**src/rtl/supsv_pkg.sv**
```systemverilog
package supsv_pkg;

   // Two-state controller: reset held (active) or released.
   typedef enum logic {
      SV_HOLDING  = 1'b0,
      SV_RELEASED = 1'b1
   } supsv_state_e;

   // Bits needed to hold counts 0..n.
   function automatic int unsigned supsv_cnt_bits(input int unsigned n);
      return (n < 1) ? 1 : $clog2(n + 1);
   endfunction

endpackage

```
**src/rtl/supsv_glitch_filter.sv**
```systemverilog
module supsv_glitch_filter
   import supsv_pkg::*;
#(
   parameter int unsigned FILT_CYCLES = 5000
) (
   input  logic clk,
   input  logic rst_n,
   input  logic armed,
   input  logic sup_low,
   output logic trip
);

   generate
      if (FILT_CYCLES == 1) begin : g_direct
         // Window of one sample: any low sample trips at once.
         assign trip = armed & sup_low;
      end else begin : g_counted
         localparam int unsigned CW = supsv_cnt_bits(FILT_CYCLES);
         localparam logic [CW-1:0] LAST = CW'(FILT_CYCLES - 1);

         logic [CW-1:0] run_q;

         assign trip = armed & sup_low & (run_q == LAST);

         always_ff @(posedge clk or negedge rst_n) begin
            if (!rst_n) begin
               run_q <= '0;
            end else if (!armed || !sup_low || trip) begin
               run_q <= '0;
            end else begin
               run_q <= run_q + 1'b1;
            end
         end
      end
   endgenerate

endmodule

```
**src/rtl/supsv_hold_timer.sv**
```systemverilog
module supsv_hold_timer
   import supsv_pkg::*;
#(
   parameter int unsigned HOLD_CYCLES = 60000000
) (
   input  logic clk,
   input  logic rst_n,
   input  logic armed,
   input  logic sup_low,
   output logic done
);

   generate
      if (HOLD_CYCLES == 1) begin : g_direct
         assign done = armed & ~sup_low;
      end else begin : g_counted
         localparam int unsigned CW = supsv_cnt_bits(HOLD_CYCLES);
         localparam logic [CW-1:0] LAST = CW'(HOLD_CYCLES - 1);

         logic [CW-1:0] good_q;

         assign done = armed & ~sup_low & (good_q == LAST);

         // Any low sample restarts the timeout.
         always_ff @(posedge clk or negedge rst_n) begin
            if (!rst_n) begin
               good_q <= '0;
            end else if (!armed || sup_low || done) begin
               good_q <= '0;
            end else begin
               good_q <= good_q + 1'b1;
            end
         end
      end
   endgenerate

endmodule

```
**src/rtl/supsv_ctrl.sv**
```systemverilog
module supsv_ctrl
   import supsv_pkg::*;
(
   input  logic clk,
   input  logic rst_n,
   input  logic trip,
   input  logic done,
   output logic hold_armed,
   output logic filt_armed,
   output logic rst_act
);

   supsv_state_e state_q, state_d;

   always_comb begin
      state_d = state_q;
      unique case (state_q)
         SV_HOLDING:  if (done) state_d = SV_RELEASED;
         SV_RELEASED: if (trip) state_d = SV_HOLDING;
         default:     state_d = SV_HOLDING;
      endcase
   end

   always_ff @(posedge clk or negedge rst_n) begin
      if (!rst_n) begin
         state_q <= SV_HOLDING;
      end else begin
         state_q <= state_d;
      end
   end

   assign hold_armed = (state_q == SV_HOLDING);
   assign filt_armed = (state_q == SV_RELEASED);
   assign rst_act    = (state_q == SV_HOLDING);

endmodule

```
**src/rtl/supsv_out_drive.sv**
```systemverilog
module supsv_out_drive #(
   parameter bit ACTIVE_HIGH = 1'b0
) (
   input  logic rst_act,
   output logic sys_rst
);

   generate
      if (ACTIVE_HIGH) begin : g_high
         assign sys_rst = rst_act;
      end else begin : g_low
         assign sys_rst = ~rst_act;
      end
   endgenerate

endmodule

```
**src/rtl/supply_reset_seq.sv**
```systemverilog
module supply_reset_seq #(
   parameter int unsigned FILT_CYCLES = 5000,
   parameter int unsigned HOLD_CYCLES = 60000000,
   parameter bit          ACTIVE_HIGH = 1'b0
) (
   input  logic clk,
   input  logic rst_n,
   input  logic sup_low,
   output logic sys_rst
);

   generate
      if (FILT_CYCLES < 1) begin : g_bad_filt
         $error("supply_reset_seq: FILT_CYCLES must be at least 1");
      end
      if (HOLD_CYCLES < 1) begin : g_bad_hold
         $error("supply_reset_seq: HOLD_CYCLES must be at least 1");
      end
   endgenerate

   logic trip;
   logic done;
   logic hold_armed;
   logic filt_armed;
   logic rst_act;

   supsv_glitch_filter #(
      .FILT_CYCLES (FILT_CYCLES)
   ) u_filt (
      .clk     (clk),
      .rst_n   (rst_n),
      .armed   (filt_armed),
      .sup_low (sup_low),
      .trip    (trip)
   );

   supsv_hold_timer #(
      .HOLD_CYCLES (HOLD_CYCLES)
   ) u_hold (
      .clk     (clk),
      .rst_n   (rst_n),
      .armed   (hold_armed),
      .sup_low (sup_low),
      .done    (done)
   );

   supsv_ctrl u_ctrl (
      .clk        (clk),
      .rst_n      (rst_n),
      .trip       (trip),
      .done       (done),
      .hold_armed (hold_armed),
      .filt_armed (filt_armed),
      .rst_act    (rst_act)
   );

   supsv_out_drive #(
      .ACTIVE_HIGH (ACTIVE_HIGH)
   ) u_drv (
      .rst_act (rst_act),
      .sys_rst (sys_rst)
   );

endmodule

```
**config.mk**
```make
export PLATFORM = sky130hd
export DESIGN_NAME = supply_reset_seq
export DESIGN_NICKNAME = d
export VERILOG_FILES = /design/src/rtl/supsv_pkg.sv /design/src/rtl/supsv_glitch_filter.sv /design/src/rtl/supsv_hold_timer.sv /design/src/rtl/supsv_ctrl.sv /design/src/rtl/supsv_out_drive.sv /design/src/rtl/supply_reset_seq.sv
export SDC_FILE = /design/constraint.sdc
export NUM_CORES = 1
export LEC_CHECK = 0
export CORE_ASPECT_RATIO = 0.9
export CORE_MARGIN = 1.5
export CORE_UTILIZATION = 30
export DETAILED_ROUTE_END_ITERATION = 6
export GPL_ROUTABILITY_DRIVEN = 0
export SLEW_MARGIN = 20
export SYNTH_ARGS = -nofsm -noshare
export SYNTH_HDL_FRONTEND = slang
export SYNTH_SLANG_ARGS = --single-unit
```
**constraint.sdc**
```tcl
create_clock -name clk -period 5.5 [get_ports clk]
set_clock_uncertainty 0.15 [all_clocks]
set_input_delay 1.1 -clock clk [delete_from_list [all_inputs] [get_ports clk]]
set_output_delay 1.1 -clock clk [all_outputs]
set_load 0.01 [all_outputs]
```
After elaboration in Yosys (flattened, before gate mapping)
Cells that the tools add are included.
Word-level totals
  bits in registers: 40
  bits of input ports: 3
  output and inout port bits: 1
  word-level logic and storage cells: 24
Operators by class
  add/subtract/negate cells: 2
  equality and inequality tests: 2
  mux-type cells: 5
  bitwise logic cells: 6
  reductions and logical operators: 6
Operators with widths (count)
  26-bit by 1-bit adder with 26-bit output, second input constant: 1
  26-bit equality test, second input constant: 1
  26-bit 2-to-1 mux: 1
  13-bit by 1-bit adder with 13-bit output, second input constant: 1
  13-bit equality test, second input constant: 1
  13-bit 2-to-1 mux: 1
  1-bit AND: 4
  1-bit logical OR: 4
  1-bit zero test: 2
  1-bit 2-to-1 mux: 2
  1-bit inverter: 2
  1-bit case mux with 2 select lines: 1

Depth between registers and ports, before layout
Gate-level depths: netlist of the first run.
  word-level depth: 5
  gate-level depth with buffers: 6
  gate-level depth less buffers: 5

Hierarchy
Synthesis of the first run repeated with hierarchy kept, for this count alone.
Second synthesis, totals
  cells, all modules: 217
  area, all modules: 2115.8 µm²
By module, submodules not included
  supsv_hold_timer: instances 1, cells each 146, area each 1392.6 µm², seq. area each 650.6 µm²
  supsv_glitch_filter: instances 1, cells each 65, area each 668.1 µm², seq. area each 325.3 µm²
  supsv_ctrl: instances 1, cells each 5, area each 51.3 µm², seq. area each 25.0 µm²
  supsv_out_drive: instances 1, cells each 1, area each 3.8 µm², seq. area each 0.0 µm²

Worst setup path after synthesis of the first run
OpenSTA, ideal clock, no wires.
  kind: register to register
  start point: reg u_hold.g_counted.good_q[0]
  end point: reg u_hold.g_counted.good_q[2]
  setup time: 122 ps
  arrival time: 1716 ps
  data required time: 5228 ps
  slack: 3512 ps
  stages on the path, launching flop included: 7
  buffers on the path: 1
  clock period less this slack: 1988 ps
  path through: dfrtp_1 -> ha_1 -> and3_1 -> nand4_1 -> o31ai_2 -> buf_2 -> nor2_1
On the way
  longest elaborated chain between the ends: 4
  elaborated cells between the ends (all ways): 5
  classes of those cells: add/sub (1); eq/ne (1); mux (1); bitwise (1); reduce/logical (1)
RTL lines
  start, declared: line supsv_hold_timer.sv:20  | logic [CW-1:0] good_q;
  start signal, assigned: line supsv_hold_timer.sv:31  | good_q <= good_q + 1'b1;
  branches (longest 3 deep; another with 26-bit by 1-bit adder with 26-bit output)
  26-bit 2-to-1 mux (*): line supsv_hold_timer.sv:28  | end else if (!armed || sup_low || done) begin
Every way passes the cells marked *.

Worst setup path after layout of the first run
  start point: reg u_ctrl.state_q (netlist: u_ctrl.filt_armed)
  end point: out sys_rst
RTL lines
  start, declared: line supsv_ctrl.sv:13  | supsv_state_e state_q, state_d;
  start signal, assigned: line supsv_ctrl.sv:28  | state_q <= state_d;
  end, declared: line supply_reset_seq.sv:9  | output logic sys_rst
No word-level cell between the ends.

==> metrics.csv, run 1 <==
metric,value,unit
status,completed,
hold_depth,1,
crit_path_end_kind,output port,
power_density,228.2,mW/mm2
diodes,0,
rsz0062_at_grt,no,
io_buffers,3,
fmax,0.3982,GHz
post-place-ws,2.977,ns
slowest_stage,clkdlybuf4s50_1,
antenna_found_initial,0,
grt_pass1_vias,1497,
synth_top_family_by_area,simple AND/OR/NAND/NOR gates,
power,0.5150,mW
synth_area_leaders,"dfrtp_1 (49%), xnor2_1 (7.7%), nor2_1 (6.2%)",
period_share,0.4566,
layout-drive-gt1-share,0.06047,
drtPass1Iterations,4,
io_pins,4,
h-tree-depth,2,
finalMaxSlewViolations,0,
die_w,90.15,um
syn_to_final_growth,10.07,%
grt_pass1_wl,7031,um
hold_class,reg2reg,
hold_ws,0.3257,ns
crit_family,buffers and inverters,
synth_xor_area_frac,0.1110,
final_common_cell,dfrtp_1,
clk_latency,0.29,ns
crit_path_start_kind,flop,
synth_compound_area_frac,0.06772,
ctsHoldBuffers,0,
drt-total-wl,3931,um
cp.buffers_inverters,1,
synth_top_area_cell,dfrtp_1,
antenna_left,0,
synth_seq_cells,40,
stdcell_count,305,
drt-vias-per-instance,4.974,
final_cell_mix,"dfrtp_1 (40), nor2_1 (34), xnor2_1 (18)",
yosys.area_share.adder,0.01830,
die-area,0.007341,mm2
synth.top_cell.area_share,0.4881,
post_cts_resized,0,
ys_seq_area_frac,0.4881,
row_count,28,
dp_cells,297,
fin_nets,220,
synth-main-ff-cell,dfrtp_1,
synth-simple-area-share,0.2874,
synth_cell_types,31,
critPathRequiredTime,4.25,ns
syn_nets,217,
num_vias,1517,
cpPeakStageDelay,0.56,ns
relSlewSlack,0.2873,
finalWorstSetupSlack,2.988,ns
synth_edf_count,0,
final_util,0.3427,
drv_cap,0,
postCtsSetupBuffers,0,
drtIter0Drc,53,
grtUsageTotal,0.1207,
cts_buffer_depth,2,
placed_area,0.002163,mm2
critPathMaxFanout,4,
synth_area,0.002051,mm2
die_h,81.44,um
clock-root-buffer,clkbuf_8,
ff2ff_path_depth,5,
setup_viol,0,
vdd_drop_max,0.07737,mV
wl_per_cell,12.89,um
arrival,1.26,ns
path_depth,1,
synthArstFlopShare,1.000,
yosys-mux-area-fraction,0,
worst_slew_pin_slew,1.069,ns
leakage,0.8451,nW
remaining_drc_errors,0,
design_area,0.002257,mm2
core,0.006586,mm2
hold_viol,0,
overflow,0,
yosys_warnings,0,
cp_cell_sequence,clkdlybuf4s50_1,
synth.avg_cell_area,9.719,um2
clk_pin_slew,0.08,ns
period_needed,2.512,ns
cts_buffers,5,
fin_tns_setup,0,ns
cts_tree,yes,
start_util,0.3114,
hpwl,2678,um
syn_inst,211,
critical_path_class,reg2out,
grt_max_degree,41,
cts.sinks,40,
[registers in the layout (all words and copies together) (netlist names)]
name and cells:
u_ctrl.filt_armed 1, u_hold.g_counted.good_q 26, u_filt.g_counted.run_q 13
[synth_stat cells (all sizes together) (3+ instances only)]
master   n
o21ai    4
nand3   10
nor3     6
buf      6
and3     3
ha       3
and2     3
or3      6
a21oi    9
nor4     5
or4      5
dfrtp   40
nor2    34
xor2     8
o31ai    6
nand2   13
and4     7
inv      6
xnor2   18
nand4   13
[layer usage]
layer  global-route usage  share of wire  vias up
met1               0.1594           0.52      743
met5                    0              0        -
met4              0.03810         0.0079        0
met3              0.03148          0.032        4
li1                     -              -      757
met2               0.1955           0.44       13
[cells by family after synthesis]
group / Yosys count
AO/OA/AOI/OAI: 21
flip-flops: 40
adder cells (fa/ha/maj): 3
AND/OR/NAND/NOR: 108
XOR/XNOR: 26
buffers and inverters: 13
[path summary, 6_finish.rpt]
check	startpoint	to	slack [ns]
worst max-delay path	u_ctrl.filt_armed	sys_rst	2.99
worst min-delay path	u_filt.g_counted.run_q[0]	u_filt.g_counted.run_q[0]	0.33
worst max register to register	u_hold.g_counted.good_q[0]	u_hold.g_counted.good_q[3]	3.00
worst min register to register	u_filt.g_counted.run_q[0]	u_filt.g_counted.run_q[0]	0.33
max in group asynchronous	rst_n	u_filt.g_counted.run_q[3]	3.83
min in group asynchronous	rst_n	u_hold.g_counted.good_q[18]	0.77
[final cells by class]
class	instances	area [um2]
repair buffers	3	25.02
fillers	691	4329
inverters	6	22.52
well taps	90	112.6
clock buffers	7	86.33
clock inverters	1	7.507
multi-input cells	158	1002
flip-flops and latches	40	1001
[report_power, final]
| group | switching (mW) | leakage, nW | internal, mW | total (mW) |
|---|---|---|---|---|
| Combinational | 0.0110 | 0.244 | 0.00326 | 0.0143 |
| Clock | 0.100 | 0.0445 | 0.102 | 0.202 |
| Sequential | 0.00264 | 0.557 | 0.296 | 0.298 |
| Total | 0.114 | 0.845 | 0.401 | 0.515 |
No activity file was read; power rests on OpenSTA's default activity.
==> run 2: changes to the inputs <==
- clock period: 5.5 -> 2.4 ns (I/O delays scaled with it)
==> run 2 against run 1 <==
  * Critical path depth increased by 3
  * Sequential share of layout area shrank 0.80 points
  * Non-clock buffer count up 2
  * Routed wire length is 1.7% higher
  * Die area stayed put
  * Cell count up 0.66%
  * Via count hardly changed
  * Worst setup slack worse by 2.7 ns
  * Largest cell class unchanged
  * Register-to-register slack got worse by 2.7 ns
  * Critical endpoint is now u_filt.g_counted.run_q[2]
  * Hold slack lost 0.24 ns
  * Cell area rose by 1.8%
==> metrics.csv, run 2 (same netlist as run 1, synthesis figures left out) <==
metric,value,unit
status,completed,
cpPeakStageDelay,0.52,ns
overflow,0,
clk_pin_slew,0.08,ns
drv_cap,0,
post-place-ws,0.3195,ns
relSlewSlack,0.6563,
wl_per_cell,13.02,um
fin_tns_setup,0,ns
io_buffers,3,
critPathRequiredTime,2.41,ns
crit_path_end_kind,flop,
regToRegSetupSlack,0.30,ns
fmax,0.4765,GHz
r2r-start,u_filt.g_counted.run_q[10],
antenna_left,0,
power_density,552.9,mW/mm2
remaining_drc_errors,0,
ff2ff_path_depth,4,
post_cts_resized,0,
antenna_found_initial,0,
drt-total-wl,3997,um
vdd_drop_max,0.2193,mV
seqPwrFrac,0.538,
critPathMaxFanout,12,
power,1.271,mW
largest_reg_flops,26,
finalWorstSetupSlack,0.3012,ns
nFillCells,707,
final_util,0.3490,
clock-root-buffer,clkbuf_8,
syn_to_final_growth,12.08,%
die_h,81.44,um
design_area,0.002298,mm2
cp_cell_sequence,"or4b_1, o41a_1, nand2_1, nor2_1",
intPower,0.9979,mW
diodes,0,
final_cell_mix,"dfrtp_1 (40), nor2_1 (34), xnor2_1 (18)",
die_w,90.15,um
critical_path.startpoint,u_filt.g_counted.run_q[10],
layout-drive-gt1-share,0.06912,
cts_buffer_depth,2,
rsz0062_at_grt,no,
pwr-share-comb,0.029,
period_share,0.8745,
start_util,0.3114,
row_count,28,
leakage,0.8700,nW
finalMaxSlewViolations,0,
p_clk_frac,0.433,
placed_area,0.002191,mm2
critical_path_class,reg2reg,
setup_viol,0,
ctsHoldBuffers,0,
slowest_stage,or4b_1,
cts_tree,yes,
io_pins,4,
num_vias,1518,
postCtsSetupBuffers,0,
hold_viol,0,
grtUsageTotal,0.1234,
hold_class,in2async,
cts_buffers,5,
clk_latency,0.29,ns
power.switching,0.2730,mW
h-tree-depth,2,
arrival,2.11,ns
drt-vias-per-instance,4.945,
p_sw_frac,0.2148,
grt_max_degree,41,
hpwl,2691,um
final_common_cell,dfrtp_1,
worst_slew_pin_slew,0.5155,ns
drtIter0Drc,97,
drtPass1Iterations,4,
period_needed,2.099,ns
r2r-end,u_filt.g_counted.run_q[2],
crit_path_start_kind,flop,
fin_nets,222,
regMostFlops,u_hold.g_counted.good_q,
core,0.006586,mm2
grt_pass1_vias,1467,
grt_pass1_wl,7127,um
cts.sinks,40,
die-area,0.007341,mm2
[run 2: power groups by stage]
| stage | Sequential [mW] | Combinational (mW) | Clock, mW |
|---|---|---|---|
| detailed placement | 0.697 | 0.0393 | 0 |
| CTS | 0.683 | 0.0394 | 0.570 |
| global placement | 0.696 | 0.0395 | 0 |
| floorplan | 0.696 | 0.0138 | 0 |
| global route | 0.684 | 0.0440 | 0.604 |
| finish | 0.683 | 0.0375 | 0.550 |
[run 2: worst max-delay path: cells and delay by family, from the launching register on]
family             cells  cell delay, ns
and+or+nand+nor        3            0.95
AOI/OAI and AO/OA      1            0.46
DFF                    1            0.41
[run 2: worst max-delay path by stage]
| stage | depth (start not counted) | slack, ns | endpoint |
|---|---|---|---|
| final | 4 | 0.30 | u_filt.g_counted.run_q[2] |
| after global routing | 4 | 0.17 | u_filt.g_counted.run_q[6] |
| after CTS | 4 | 0.29 | u_filt.g_counted.run_q[2] |
| after detailed placement | 4 | 0.32 | u_filt.g_counted.run_q[2] |
| after global placement | 4 | 0.35 | u_filt.g_counted.run_q[6] |
| after floorplan | 6 | 0.41 | u_hold.g_counted.good_q[2] |
[run 2: cell type report]
class | count | area [um2] | area share
multi-input combinational | 158 | 1002 | 0.4360
timing repair buffer | 5 | 52.55 | 0.02286
tap | 90 | 112.6 | 0.04899
clock inverter | 2 | 35.03 | 0.01524
inverter | 6 | 22.52 | 0.009799
sequential | 40 | 1001 | 0.4355
clock buffer | 6 | 72.57 | 0.03157
[run 2: per-stage QoR]
| step | hold WS (ns) | std cells |
|---|---|---|
| 2_1_floorplan | 0.03441 | 211 |
| 3_3_place_gp | 0.3102 | 299 |
| 3_5_place_dp | 0.2996 | 299 |
| 4_1_cts | 0.1055 | 307 |
| 5_1_grt | 0.1218 | 307 |
| 6_report | 0.08578 | 307 |
[run 2: per-layer routing]
layer	up-vias	wire (um)	global-route usage
met5	-	0	0
met4	0	24	0.04286
met3	2	125	0.03889
met2	19	1767	0.1818
met1	733	2080	0.1710
li1	764	-	-
==> run 3: changes to the inputs <==
- clock period: 2.4 -> 2.6 ns (I/O delays scaled with it)
==> run 3 against run 2 <==
  * Core utilization about the same
  * Sequential power down 7.6%
  * Via count down 1.8%
  * Critical path depth unchanged
  * Worst setup slack better by 0.18 ns
  * Flip-flop and latch count unchanged
  * Count of clock-buffer cells in the layout up 1
  * Hold slack better by 0.11 ns
  * Critical path type unchanged
  * Largest power group unchanged
  * Highest routed layer unchanged
==> metrics.csv, run 3 (same netlist as run 1, synthesis figures left out) <==
metric,value,unit
antenna_found_initial,0,
design_area,0.002297,mm2
p_sw_frac,0.1999,
hold_ws,0.1945,ns
final_common_cell,dfrtp_1,
diodes,0,
p_clk_frac,0.455,
layout-drive-gt1-share,0.06944,
critPathRequiredTime,2.62,ns
largest_reg_flops,26,
vdd_drop_max,0.1753,mV
power.switching,0.2428,mW
worst_slew_pin_slew,0.8759,ns
seqPwrFrac,0.520,
h-tree-depth,2,
leakage,0.8699,nW
die-area,0.007341,mm2
setup_viol,0,
final_cell_mix,"dfrtp_1 (40), nor2_1 (34), xnor2_1 (18)",
stdcell_count,306,
hold_class,in2async,
remaining_drc_errors,0,
placed_area,0.002171,mm2
cts_buffers,5,
syn_to_final_growth,12.02,%
regMostFlops,u_hold.g_counted.good_q,
intPower,0.9717,mW
grtUsageTotal,0.1169,
clock-root-buffer,clkbuf_8,
die_h,81.44,um
critical_path_class,reg2reg,
cpPeakStageDelay,0.51,ns
grt_pass1_vias,1417,
slowest_stage,or4b_1,
post_cts_resized,0,
drt-total-wl,3925,um
start_util,0.3114,
postCtsSetupBuffers,0,
drt-vias-per-instance,4.873,
finalMaxSlewViolations,0,
antenna_left,0,
hpwl,2727,um
relSlewSlack,0.4161,
fmax,0.4721,GHz
dp_cells,298,
cts.sinks,40,
period_share,0.8147,
die_w,90.15,um
power_density,528.7,mW/mm2
period_needed,2.118,ns
status,completed,
critPathMaxFanout,12,
drv_cap,0,
core,0.006586,mm2
ctsHoldBuffers,0,
fin_nets,221,
clk_latency,0.29,ns
arrival,2.14,ns
overflow,0,
wl_per_cell,12.83,um
num_vias,1491,
grt_pass1_wl,6768,um
io_pins,4,
drtIter0Drc,69,
hold_viol,0,
clk_pin_slew,0.08,ns
cts_tree,yes,
cts_buffer_depth,2,
pwr-share-comb,0.025,
io_buffers,3,
cp_cell_sequence,"or4b_1, o41a_1, nand2_1, nor2_1",
grt_max_degree,41,
drtPass1Iterations,5,
fin_tns_setup,0,ns
crit_path_end_kind,flop,
power,1.215,mW
row_count,28,
crit_path_start_kind,flop,
rsz0062_at_grt,no,
==> run 3: cell types whose count changed in the layout (fill, tap and decap cells not counted), sizes merged <==
cell    before  now
buf          3    2
clkbuf       6    7
clkinv       1    0
==> run 3: per-layer routing <==
metal,global-route usage,vias up,share of wire
li1,-,757,-
met1,0.1625,707,0.53
met2,0.1780,22,0.42
met3,0.03056,5,0.035
met4,0.03810,0,0.010
met5,0,-,0
==> run 3: final cells by class <==
type	count	area [um2]
fillers	717	4289
multi-input cells	158	1002
flip-flops and latches	40	1001
well taps	90	112.6
clock buffers	7	96.34
repair buffers	4	32.53
clock inverters	1	30.03
inverters	6	22.52
==> run 3: critical path: cells and delay by family (launching register included) <==
family / cells / cell delay (ns)
AND/OR/NAND/NOR: 3 / 0.96
AO/OA/AOI/OAI: 1 / 0.45
flip-flops: 1 / 0.42
==> run 3: power groups by stage <==
| stage | Combinational [mW] | Sequential, mW | Clock [mW] |
|---|---|---|---|
| after floorplan | 0.0128 | 0.642 | 0 |
| after global placement | 0.0323 | 0.643 | 0 |
| after detailed placement | 0.0322 | 0.644 | 0 |
| after CTS | 0.0325 | 0.631 | 0.577 |
| after global routing | 0.0370 | 0.632 | 0.599 |
| final | 0.0305 | 0.631 | 0.553 |
==> run 3: worst paths after layout <==
kind / slack (ns) / to / start / cells past startpoint
setup / recovery: 0.48 / u_filt.g_counted.run_q[11] / u_filt.g_counted.run_q[5] / 4
hold / removal: 0.19 / u_hold.g_counted.good_q[22] / rst_n / 1
setup reg to reg: 0.48 / u_filt.g_counted.run_q[11] / u_filt.g_counted.run_q[5] / 4
hold reg to reg: 0.32 / u_filt.g_counted.run_q[0] / u_filt.g_counted.run_q[0] / 1
max in group asynchronous: 1.55 / u_hold.g_counted.good_q[0] / rst_n / 1
min in group clk: 0.32 / u_filt.g_counted.run_q[0] / u_filt.g_counted.run_q[0] / 1
==> run 3: metrics by stage <==
step | setup WS [ns] | utilization
final | 0.4818 | 0.3488
after global routing | 0.3391 | 0.3488
after floorplan | 0.6118 | -
after global placement | 0.4851 | 0.3296
after detailed placement | 0.4733 | 0.3296
after CTS | 0.4587 | 0.3488
